==> src/rtl/spmac_pkg.sv <==
package spmac_pkg;
  typedef enum logic [1:0] {
    ST_IDLE = 2'd0,
    ST_HDR  = 2'd1,
    ST_ROW  = 2'd2
  } spmac_st_e;
endpackage

==> src/rtl/spmac_ctrl.sv <==
module spmac_ctrl
  import spmac_pkg::*;
#(
  parameter int M          = 4,
  parameter int MAX_GROUPS = 16
) (
  input  logic                                clk,
  input  logic                                rst_n,
  input  logic                                start,
  input  logic [$clog2(MAX_GROUPS+1)-1:0]     num_groups,
  input  logic                                s_valid,
  input  logic [$clog2(M+1)-1:0]              hdr_n,
  input  logic [((M>1)?$clog2(M):1)-1:0]      s_idx,
  output logic                                busy,
  output logic                                mac_en,
  output logic                                acc_clr,
  output logic                                fin,
  output logic [((MAX_GROUPS*M>1)?$clog2(MAX_GROUPS*M):1)-1:0] feat_addr
);
  localparam int NW   = $clog2(M+1);
  localparam int IW   = (M > 1) ? $clog2(M) : 1;
  localparam int GW   = $clog2(MAX_GROUPS+1);
  localparam int FA_W = (MAX_GROUPS*M > 1) ? $clog2(MAX_GROUPS*M) : 1;
  localparam logic [NW-1:0]   M_N   = NW'(M);
  localparam logic [NW-1:0]   ONE_N = NW'(1);
  localparam logic [GW-1:0]   ONE_G = GW'(1);
  localparam logic [FA_W-1:0] M_F   = FA_W'(M);

  spmac_st_e       st_q, st_d;
  logic [GW-1:0]   grp_q, grp_d;
  logic [GW-1:0]   ngrp_q, ngrp_d;
  logic [NW-1:0]   left_q, left_d;
  logic            fin_q, fin_d;
  logic            reg_en;
  logic            last_grp;
  logic [NW-1:0]   hdr_eff;

  assign hdr_eff  = (hdr_n > M_N) ? M_N : hdr_n;
  assign last_grp = ((grp_q + ONE_G) == ngrp_q);
  assign busy     = (st_q != ST_IDLE);
  assign mac_en   = (st_q == ST_ROW) && s_valid;
  assign feat_addr = FA_W'(grp_q) * M_F + FA_W'(s_idx);
  assign fin      = fin_q;
  assign reg_en   = busy || start;

  always_comb begin
    st_d    = st_q;
    grp_d   = grp_q;
    ngrp_d  = ngrp_q;
    left_d  = left_q;
    fin_d   = 1'b0;
    acc_clr = 1'b0;
    case (st_q)
      ST_IDLE: begin
        if (start) begin
          acc_clr = 1'b1;
          ngrp_d  = num_groups;
          grp_d   = '0;
          if (num_groups == '0) fin_d = 1'b1;
          else                  st_d  = ST_HDR;
        end
      end
      ST_HDR: begin
        if (s_valid) begin
          if (hdr_eff == '0) begin
            if (last_grp) begin
              st_d  = ST_IDLE;
              fin_d = 1'b1;
            end else begin
              grp_d = grp_q + ONE_G;
            end
          end else begin
            left_d = hdr_eff;
            st_d   = ST_ROW;
          end
        end
      end
      ST_ROW: begin
        if (s_valid) begin
          left_d = left_q - ONE_N;
          if (left_q == ONE_N) begin
            if (last_grp) begin
              st_d  = ST_IDLE;
              fin_d = 1'b1;
            end else begin
              grp_d = grp_q + ONE_G;
              st_d  = ST_HDR;
            end
          end
        end
      end
      default: st_d = ST_IDLE;
    endcase
  end

  always_ff @(posedge clk or negedge rst_n) begin
    if (!rst_n) begin
      st_q   <= ST_IDLE;
      grp_q  <= '0;
      ngrp_q <= '0;
      left_q <= '0;
    end else if (reg_en) begin
      st_q   <= st_d;
      grp_q  <= grp_d;
      ngrp_q <= ngrp_d;
      left_q <= left_d;
    end
  end

  always_ff @(posedge clk or negedge rst_n) begin
    if (!rst_n) fin_q <= 1'b0;
    else        fin_q <= fin_d;
  end

  // a missing stream word freezes the walk through the groups
  a_r7_stall_hold: assert property (@(posedge clk) disable iff (!rst_n)
    (busy && !s_valid) |=> ($stable(st_q) && $stable(grp_q) && $stable(left_q)));

  // start while busy leaves the latched group count alone
  a_r11_start_locked: assert property (@(posedge clk) disable iff (!rst_n)
    (busy && start) |=> $stable(ngrp_q));

  // the last counted row always leaves the row phase
  a_r4_row_exit: assert property (@(posedge clk) disable iff (!rst_n)
    (st_q == ST_ROW && s_valid && left_q == ONE_N) |=> (st_q != ST_ROW));

  // an empty group never enters the row phase
  a_r5_empty_skip: assert property (@(posedge clk) disable iff (!rst_n)
    (st_q == ST_HDR && s_valid && hdr_n == '0) |=> (st_q != ST_ROW));
endmodule

==> src/rtl/spmac_lane.sv <==
module spmac_lane #(
  parameter int ACC_W = 32
) (
  input  logic                    clk,
  input  logic                    rst_n,
  input  logic                    clr,
  input  logic                    en,
  input  logic signed [7:0]       w,
  input  logic signed [7:0]       x,
  output logic signed [ACC_W-1:0] acc
);
  localparam logic signed [ACC_W-1:0] ACC_MAX = {1'b0, {(ACC_W-1){1'b1}}};
  localparam logic signed [ACC_W-1:0] ACC_MIN = {1'b1, {(ACC_W-1){1'b0}}};

  logic signed [15:0]      prod;
  logic signed [ACC_W:0]   sum;
  logic signed [ACC_W-1:0] sat;
  logic signed [ACC_W-1:0] acc_q, acc_d;

  assign prod = w * x;
  assign sum  = {acc_q[ACC_W-1], acc_q} + {{(ACC_W-15){prod[15]}}, prod};

  always_comb begin
    if (sum[ACC_W] != sum[ACC_W-1]) sat = sum[ACC_W] ? ACC_MIN : ACC_MAX;
    else                            sat = sum[ACC_W-1:0];
  end

  always_comb begin
    if (clr)     acc_d = '0;
    else if (en) acc_d = sat;
    else         acc_d = acc_q;
  end

  always_ff @(posedge clk or negedge rst_n) begin
    if (!rst_n)         acc_q <= '0;
    else if (clr || en) acc_q <= acc_d;
  end

  assign acc = acc_q;

  // once at the top, positive products keep it pinned there
  a_r8_sat_high: assert property (@(posedge clk) disable iff (!rst_n)
    (en && !clr && acc_q == ACC_MAX && prod > 16'sd0) |=> (acc_q == ACC_MAX));

  // once at the bottom, negative products keep it pinned there
  a_r8_sat_low: assert property (@(posedge clk) disable iff (!rst_n)
    (en && !clr && acc_q == ACC_MIN && prod < 16'sd0) |=> (acc_q == ACC_MIN));

  // a clear always lands on zero
  a_r9_clear_zero: assert property (@(posedge clk) disable iff (!rst_n)
    clr |=> (acc_q == '0));
endmodule

==> src/rtl/spmac_engine.sv <==
module spmac_engine
  import spmac_pkg::*;
#(
  parameter int M          = 4,
  parameter int LANES      = 4,
  parameter int ACC_W      = 32,
  parameter int MAX_GROUPS = 16
) (
  input  logic                                  clk,
  input  logic                                  rst_n,
  input  logic                                  start,
  input  logic [$clog2(MAX_GROUPS+1)-1:0]       num_groups,
  output logic                                  busy,
  input  logic                                  s_valid,
  output logic                                  s_ready,
  input  logic [((M>1)?$clog2(M):1)-1:0]        s_idx,
  input  logic [8*LANES-1:0]                    s_data,
  output logic [((MAX_GROUPS*M>1)?$clog2(MAX_GROUPS*M):1)-1:0] feat_addr,
  input  logic [7:0]                            feat_data,
  output logic                                  res_valid,
  output logic [ACC_W*LANES-1:0]                res_data,
  output logic                                  done
);
  localparam int NW = $clog2(M+1);

  logic [1:0] rst_sync_q;
  logic       rst_n_i;
  logic       mac_en;
  logic       acc_clr;
  logic       fin;

  always_ff @(posedge clk or negedge rst_n) begin
    if (!rst_n) rst_sync_q <= 2'b00;
    else        rst_sync_q <= {rst_sync_q[0], 1'b1};
  end
  assign rst_n_i = rst_sync_q[1];

  spmac_ctrl #(.M(M), .MAX_GROUPS(MAX_GROUPS)) u_ctrl (
    .clk        (clk),
    .rst_n      (rst_n_i),
    .start      (start),
    .num_groups (num_groups),
    .s_valid    (s_valid),
    .hdr_n      (s_data[NW-1:0]),
    .s_idx      (s_idx),
    .busy       (busy),
    .mac_en     (mac_en),
    .acc_clr    (acc_clr),
    .fin        (fin),
    .feat_addr  (feat_addr)
  );

  for (genvar l = 0; l < LANES; l++) begin : g_lane
    spmac_lane #(.ACC_W(ACC_W)) u_lane (
      .clk   (clk),
      .rst_n (rst_n_i),
      .clr   (acc_clr),
      .en    (mac_en),
      .w     (s_data[8*l +: 8]),
      .x     (feat_data),
      .acc   (res_data[ACC_W*l +: ACC_W])
    );
  end

  assign s_ready   = busy;
  assign res_valid = fin;
  assign done      = fin;

  // completion is reported only once the engine is idle again
  a_r10_done_idle: assert property (@(posedge clk) disable iff (!rst_n_i)
    done |-> !busy);

  // without a fresh start the completion pulse lasts one cycle
  a_r10_done_single: assert property (@(posedge clk) disable iff (!rst_n_i)
    (done && !start) |=> !done);

  // the sums stay put while no pass is running
  a_r10_result_hold: assert property (@(posedge clk) disable iff (!rst_n_i)
    (!busy && !start && $past(!busy)) |=> $stable(res_data));
endmodule

==> config.mk <==
export PLATFORM = sky130hd
export DESIGN_NAME = spmac_engine
export DESIGN_NICKNAME = d
export VERILOG_FILES = /design/src/rtl/spmac_pkg.sv /design/src/rtl/spmac_ctrl.sv /design/src/rtl/spmac_lane.sv /design/src/rtl/spmac_engine.sv
export SDC_FILE = /design/constraint.sdc
export NUM_CORES = 2
export LEC_CHECK = 0
export ABC_CLOCK_PERIOD_IN_PS = 4400
export CAP_MARGIN = 20
export CORE_MARGIN = 3
export CORE_UTILIZATION = 35
export DETAILED_ROUTE_END_ITERATION = 8
export DONT_BUFFER_PORTS = 1
export PLACE_DENSITY = 0.57
export SYNTH_ARGS = -nofsm -noshare
export SYNTH_HDL_FRONTEND = slang
export SYNTH_SLANG_ARGS = --single-unit
==> constraint.sdc <==
create_clock -name clk -period 4.4 [get_ports clk]
set_input_delay 0.88 -clock clk [delete_from_list [all_inputs] [get_ports clk]]
set_output_delay 0.88 -clock clk [all_outputs]
set_load 0.005 [all_outputs]
* After elaboration in Yosys (flattened, before gate mapping) *
Index checks and enable logic that the tools add are counted.

cells by class
  $add $sub $neg = 7
  multiply operators = 4
  $lt $le $gt $ge = 1
  equal/unequal tests = 16
  muxes and demuxes = 47
  reduce and logical (&&, ||, !) cells = 15

operators with widths
  kind                   number
  $mux W32               16
  $add A32 B16 Y33       4
  $mul A8 B8 Y16         4
  $mux W5                6
  $pmux W5 S3            1
  $mux W2                7
  $reduce_and A7 Y1      2
  $mux W3                4
  $ne A2 B2 Y1 const B   6
  $mux W1                10
  $add A6 B2 Y6          1
  $pmux W2 S3            1
  $pmux W3 S2            1
  $reduce_bool A2 Y1     3
  $add A5 B1 Y5 const B  1
  $eq A5 B5 Y1           1
  $logic_not A5 Y1       1
  $reduce_and A5 Y1      1
  $ne A1 B1 Y1           4
  $eq A3 B1 Y1 const B   1
  $gt A3 B3 Y1 const B   1
  $logic_not A3 Y1       1
  $ne A3 B2 Y1 const B   1
  $pmux W1 S3            1
  10 further kinds       11

storage, ports and cells
  flip-flop bits (word level) = 146
  bits of input ports = 51
  output and inout port bits = 138
  logic and storage cells = 100

* Logic depth before layout (Yosys ltp) *
  depth after elaboration = 6
  mapped depth = 25
  mapped depth without buffers = 22

* Cells and area by module *
A second synthesis with hierarchy kept.

unflattened totals
  cells, all modules = 2794
  area, all modules = 29269.3 um^2

modules (own cells, without submodules)
  module                          times used  cells an instance  area each (um^2)  seq. area each (um^2)
  spmac_lane at g_lane[3].u_lane  1           703                7345.8            800.8
  spmac_lane at g_lane[0].u_lane  1           662                7025.5            800.8
  spmac_lane at g_lane[2].u_lane  1           665                6881.6            800.8
  spmac_lane at g_lane[1].u_lane  1           639                6832.8            800.8
  spmac_ctrl                      1           120                1114.8            400.4
  spmac_engine                    1           5                  68.8              50.0

* Worst setup path before layout *
Ideal clock, no wire load.

  path kind = input to register
  from = in feat_data[0]
  to = reg g_lane[3].u_lane.acc_q[0]
  setup time = 0.126 ns
  arrival = 7.199 ns
  data required time = 4.274 ns
  setup slack = -2.925 ns
  cell stages on the path = 20
  path buffers = 1
  path through = and2_1 -> inv_1 -> fa_1 -> inv_1 -> fa_1 -> fa_1 -> fa_1 -> fa_1 -> ha_1 -> o211ai_1 -> inv_1 -> a211oi_4 -> nor4_2 -> nor4_4 -> a21oi_2 -> or4b_1 -> a31oi_1 -> a311oi_2 -> buf_6 -> a221o_1

on the way
  word-level cells in the longest chain between the ends = 6
  elaborated cells between the ends (all ways) = 7
  those cells by class = 1 x add/sub; 1 x mul; 1 x eq/ne; 4 x mux

RTL lines
  element                                          RTL line            text
  start: declaration                               spmac_engine.sv:19  input logic [7:0] feat_data,
  $mul A8 B8 Y16 *                                 spmac_lane.sv:20    assign prod = w * x;
  $add A32 B16 Y33 *                               spmac_lane.sv:21    assign sum = {acc_q[ACC_W-1], acc_q} + {{(ACC_W-15){prod[15]}}, prod};
  $mux W32 / $ne A1 B1 Y1 (equally long branches)  spmac_lane.sv:24    if (sum[ACC_W] != sum[ACC_W-1]) sat = sum[ACC_W] ? ACC_MIN : ACC_MAX;
  $mux W32 *                                       spmac_lane.sv:24
  $mux W32 *                                       spmac_lane.sv:30    else if (en) acc_d = sat;
  $mux W32 *                                       spmac_lane.sv:29    if (clr) acc_d = '0;
  end signal: assignment                           spmac_lane.sv:35    if (!rst_n) acc_q <= '0;
  end signal: assignment                           spmac_lane.sv:36    else if (clr || en) acc_q <= acc_d;
  end: declaration                                 spmac_lane.sv:18    logic signed [ACC_W-1:0] acc_q, acc_d;

Mark *: on every way between the ends. The rest lies on a longest branch, timed or not. The select of a mux whose other input is x is not followed.
A chain may end at the register's enable or synchronous reset.

* Worst setup path after layout *
  from = in s_data[31]
  to = reg g_lane[3].u_lane.acc_q[10]

on the way
  word-level cells in the longest chain between the ends = 6
  elaborated cells between the ends (all ways) = 7
  those cells by class = 1 x add/sub; 1 x mul; 1 x eq/ne; 4 x mux

RTL lines
  element                                          RTL line            text
  start: declaration                               spmac_engine.sv:17  input logic [8*LANES-1:0] s_data,
  $mul A8 B8 Y16 *                                 spmac_lane.sv:20
  $add A32 B16 Y33 *                               spmac_lane.sv:21
  $mux W32 / $ne A1 B1 Y1 (equally long branches)  spmac_lane.sv:24
  $mux W32 *                                       spmac_lane.sv:24
  $mux W32 *                                       spmac_lane.sv:30
  $mux W32 *                                       spmac_lane.sv:29

Marked as above.

==> results.py <==
metrics = {
    "floorplan": {
        "die_w_um": 288,
        "dieArea_mm2": 0.0827,
        "boundaryPins": 189,
        "die_height_um": 288,
        "initial_utilization_pct": 35.6,
        "core_mm2": 0.0780,
        "fp-row-count": 102,
    },
    "timing": {
        "slew_headroom_pct": 53.3,
        "fin_skew_ns": 0.0170,
        "rsz0062_at_grt": "yes",
        "timing.hold.ws_ns": 0.0645,
        "tightestPinTransition_ns": 0.701,
        "setup_slack_ns": -1.69,
        "fmax_mhz": 164,
        "period_minus_slack_ns": 6.09,
        "drv_slew": 0,
        "timing.final.crit_share_pct": 138,
        "final-setup-viol-count": 128,
        "hold_viol": 0,
    },
    "detailed_routing": {
        "drt_drc_violations_left": 0,
        "vias_per_cell": 5.00,
        "drt_iter0_markers": 919,
        "vias": 21000,
        "firstDrtPassIters": 5,
        "drt-total-wl_um": 77700,
        "ant_nets": 0,
        "wl_per_cell_um": 18.5,
    },
    "worst_setup_path": {
        "worst_ep_required_time_ns": 4.78,
        "endpoint_kind": "flop",
        "slowest_delay_ns": 0.58,
        "worst-path-buf-inv": 4,
        "start_kind": "input port",
        "crit_slowest_cell": "fa_2",
        "crit_family": "adder cells",
        "path_cells": "and2_4 > o21bai_1 > ha_1 > inv_2 > fa_2 > clkinvlp_4 > buf_6 > fa_1 > fa_1 > ha_4 > ha_4 > a21o_1 > a211oi_2 > o21ai_1 > and4b_2 > nor4_4 > a21oi_2 > or4b_4 > a31oi_4 > a311oi_4 > buf_12 > a221o_1",
        "reg2reg_slack_ns": -1.36,
        "crit_fanout": 23,
        "criticalPathCategory": "input port to flop",
        "arrival_ns": 6.46,
    },
    "clocking": {
        "htreeDepth": 4,
        "clk_pin_slew_worst_paths_ns": 0.07,
        "numCtsBuffers": 17,
        "clock-sinks": 146,
        "clock_latency_ns": 0.51,
        "cts_root_buffer": "clkbuf_16",
        "cts-hold-fix-buffers": 0,
        "cts_tree": "built",
        "cts_buffer_depth": 2,
    },
    "cells_and_area": {
        "layout-drive-gt1-share_pct": 25.0,
        "areaGrowthSynthToFinish_pct": 27.0,
        "finalNetCount": 4049,
    },
    "hold_path": {
        "hp-class": "input port to asynchronous set/reset pin",
    },
    "logic_synthesis": {
        "synth_top_cell_by_area": "fa_1",
        "synth_compound_area_share_pct": 12.5,
        "synth_warnings": 0,
        "ys_types": 77,
        "synthAdderAreaFrac_pct": 53.7,
        "synth_area_leaders": "fa_1 (40%), ha_1 (13%), dfrtp_1 (13%), inv_1 (6.0%), a221o_1 (4.5%)",
        "synth_edf_count": 0,
        "synth_area_mm2": 0.0278,
        "synth_top_family_by_area": "adder cells",
        "synthCells": 2629,
        "syn_area_per_cell_um2": 10.6,
        "synth_mux_area_share_pct": 0.311,
        "ys_seq_area_share_pct": 13.2,
        "synth_xor_xnor_area_share_pct": 4.04,
        "yosys.area_share.simple_pct": 8.89,
        "synth-async-reset-ratio_pct": 100,
        "synth_top_flop_cell": "dfrtp_1",
        "synth_fp_nets": 3536,
        "yosys.area.top_type_share_pct": 40.4,
        "synth_seq_cells": 146,
    },
    "flow_run": {
        "maxCapViolations": 0,
    },
    "placement": {
        "gp_congestion": 0.870,
        "portBuffers": 0,
        "dp.final_hpwl_um": 62700,
    },
    "grt": {
        "antenna_found_initial": 1,
        "track_usage_pct": 19.4,
        "grt_pass1_wl_um": 126000,
        "grt-ovfl-total": 0,
        "grt_max_degree": 73,
        "grt_pass1_vias": 23700,
    },
    "run_status": {
        "violations": "negative setup slack",
        "status": "complete, but fails checks",
    },
}
## area by class of cell
type,instances,area [um2]
fill,7201,42700
multi-input combinational,1955,23100
timing repair buffer,576,4860
sequential,146,3660
inverter,446,1710
tap,1040,1300
clock buffer,21,480
clock inverter,9,130
antenna,1,2.50
## stage by stage
step / TNS (ns) / cell area, um2 / utilization (%) / setup WS, ns / std cells
2_1_floorplan: -243.38 / 28300 / - / -2.29 / 2629
3_3_place_gp: -270.58 / 33600 / 43.1 / -2.29 / 4129
3_5_place_dp: -281.21 / 33600 / 43.1 / -2.38 / 4129
4_1_cts: -187.38 / 34500 / 44.2 / -1.60 / 4163
5_1_grt: -212.15 / 35200 / 45.2 / -1.81 / 4193
6_report: -193.10 / 35200 / 45.2 / -1.69 / 4194
## cell usage in the layout, fill, tap and decap left out, types with 9 or more instances in the layout
cell / Yosys / layout
a21o_1: 54 / 54
a21oi_1: 107 / 84
a21oi_2: 1 / 21
a221o_1: 126 / 126
and2_1: 133 / 123
and2_4: 0 / 9
buf_12: 0 / 31
buf_4: 8 / 528
clkbuf_16: 0 / 23
clkinvlp_4: 0 / 10
dfrtp_1: 146 / 145
fa_1: 560 / 551
fa_2: 0 / 9
ha_1: 296 / 254
ha_4: 0 / 38
inv_1: 446 / 434
nand2_1: 163 / 152
nand2b_1: 12 / 12
nand3_1: 28 / 27
nand4_1: 11 / 11
nor2_1: 86 / 75
nor2_2: 0 / 9
nor2b_1: 11 / 11
nor3_1: 13 / 12
o211ai_1: 12 / 12
o21a_1: 12 / 11
o21ai_0: 60 / 43
o21ai_1: 2 / 11
o21bai_1: 18 / 16
xnor2_1: 95 / 91
xor2_1: 33 / 33
## Yosys cell counts, types with 4 or more instances
library cell and instances:
fa_1 560, inv_1 446, ha_1 296, nand2_1 163, dfrtp_1 146, and2_1 133, a221o_1 126, a21oi_1 107
xnor2_1 95, nor2_1 86, clkbuf_1 65, o21ai_0 60, a21o_1 54, xor2_1 33, nand3_1 28, o21bai_1 18
a211oi_1 14, nor3_1 13, nand2b_1 12, o211ai_1 12, o21a_1 12, nand4_1 11, nor2b_1 11, or3_1 9
a31o_2 8, buf_4 8, o31ai_1 8, and3_1 7, buf_2 5, mux2_2 5, nor4_1 5, a31oi_1 4
## path summary, 6_finish.rpt
kind / to / depth (start not counted) / from
hold reg to reg: g_lane[2].u_lane.acc[7] / 0 / rst_sync_q[1]
max in group asynchronous: g_lane[0].u_lane.acc[15] / 1 / rst_sync_q[1]
min in group clk: rst_sync_q[1] / 0 / rst_sync_q[0]
setup reg to reg: g_lane[3].u_lane.acc[10] / 21 / g_lane[3].u_lane.acc[6]
setup / recovery: g_lane[3].u_lane.acc[10] / 22 / s_data[31]
hold / removal: rst_sync_q[0] / 0 / rst_n
## state kept, by name, indices dropped and copies added, names as in the netlist
register,flops
u_ctrl.fin,1
g_lane.u_lane.acc,128
u_ctrl.st_q,2
u_ctrl.left_q,3
u_ctrl.grp_q,5
rst_sync_q,2
u_ctrl.ngrp_q,5
## worst reg2reg max path, cell delays in order (launching register included)
cell and delay (ns):
dfrtp_1 0.35, inv_1 0.09, fa_1 0.54, inv_1 0.06, fa_1 0.51, inv_1 0.06
fa_1 0.49, fa_1 0.51, inv_1 0.05, ha_1 0.27, ha_1 0.24, a211oi_2 0.31
o21ai_2 0.13, a211oi_4 0.25, nor4_2 0.11, nor4_4 0.28, a21oi_2 0.11, or4b_4 0.54
a31oi_4 0.18, a311oi_4 0.08, buf_12 0.19, a221o_1 0.31
## metal layers
metal  wire length, um  up-vias  part of all wire, %  GRT usage (%)
met3              4770       70                  6.1           5.16
met2             38900      325                   50           33.7
met4              1240        0                  1.6           3.86
met5                 0        -                    0              0
met1             32800    10900                   42           24.2
li1                  -     9695                    -              -
## what timing repair did
action                                  CTS  global route
endpoints found under the setup margin  128           128
gates resized for setup                  36            95
setup buffers                             4            19
pin swaps                                10            59
gates cloned                              0            10
## cells by family after synthesis
family                   after synthesis
flip-flops                           146
AO/OA/AOI/OAI                        467
buffers and inverters                528
AND/OR/NAND/NOR                      495
XOR/XNOR                             128
multiplexers                           8
other                                  1
adder cells (fa/ha/maj)              856
Power is not shown: default switching activity piles up to over one toggle a cycle in this logic, so the estimate is an artifact.
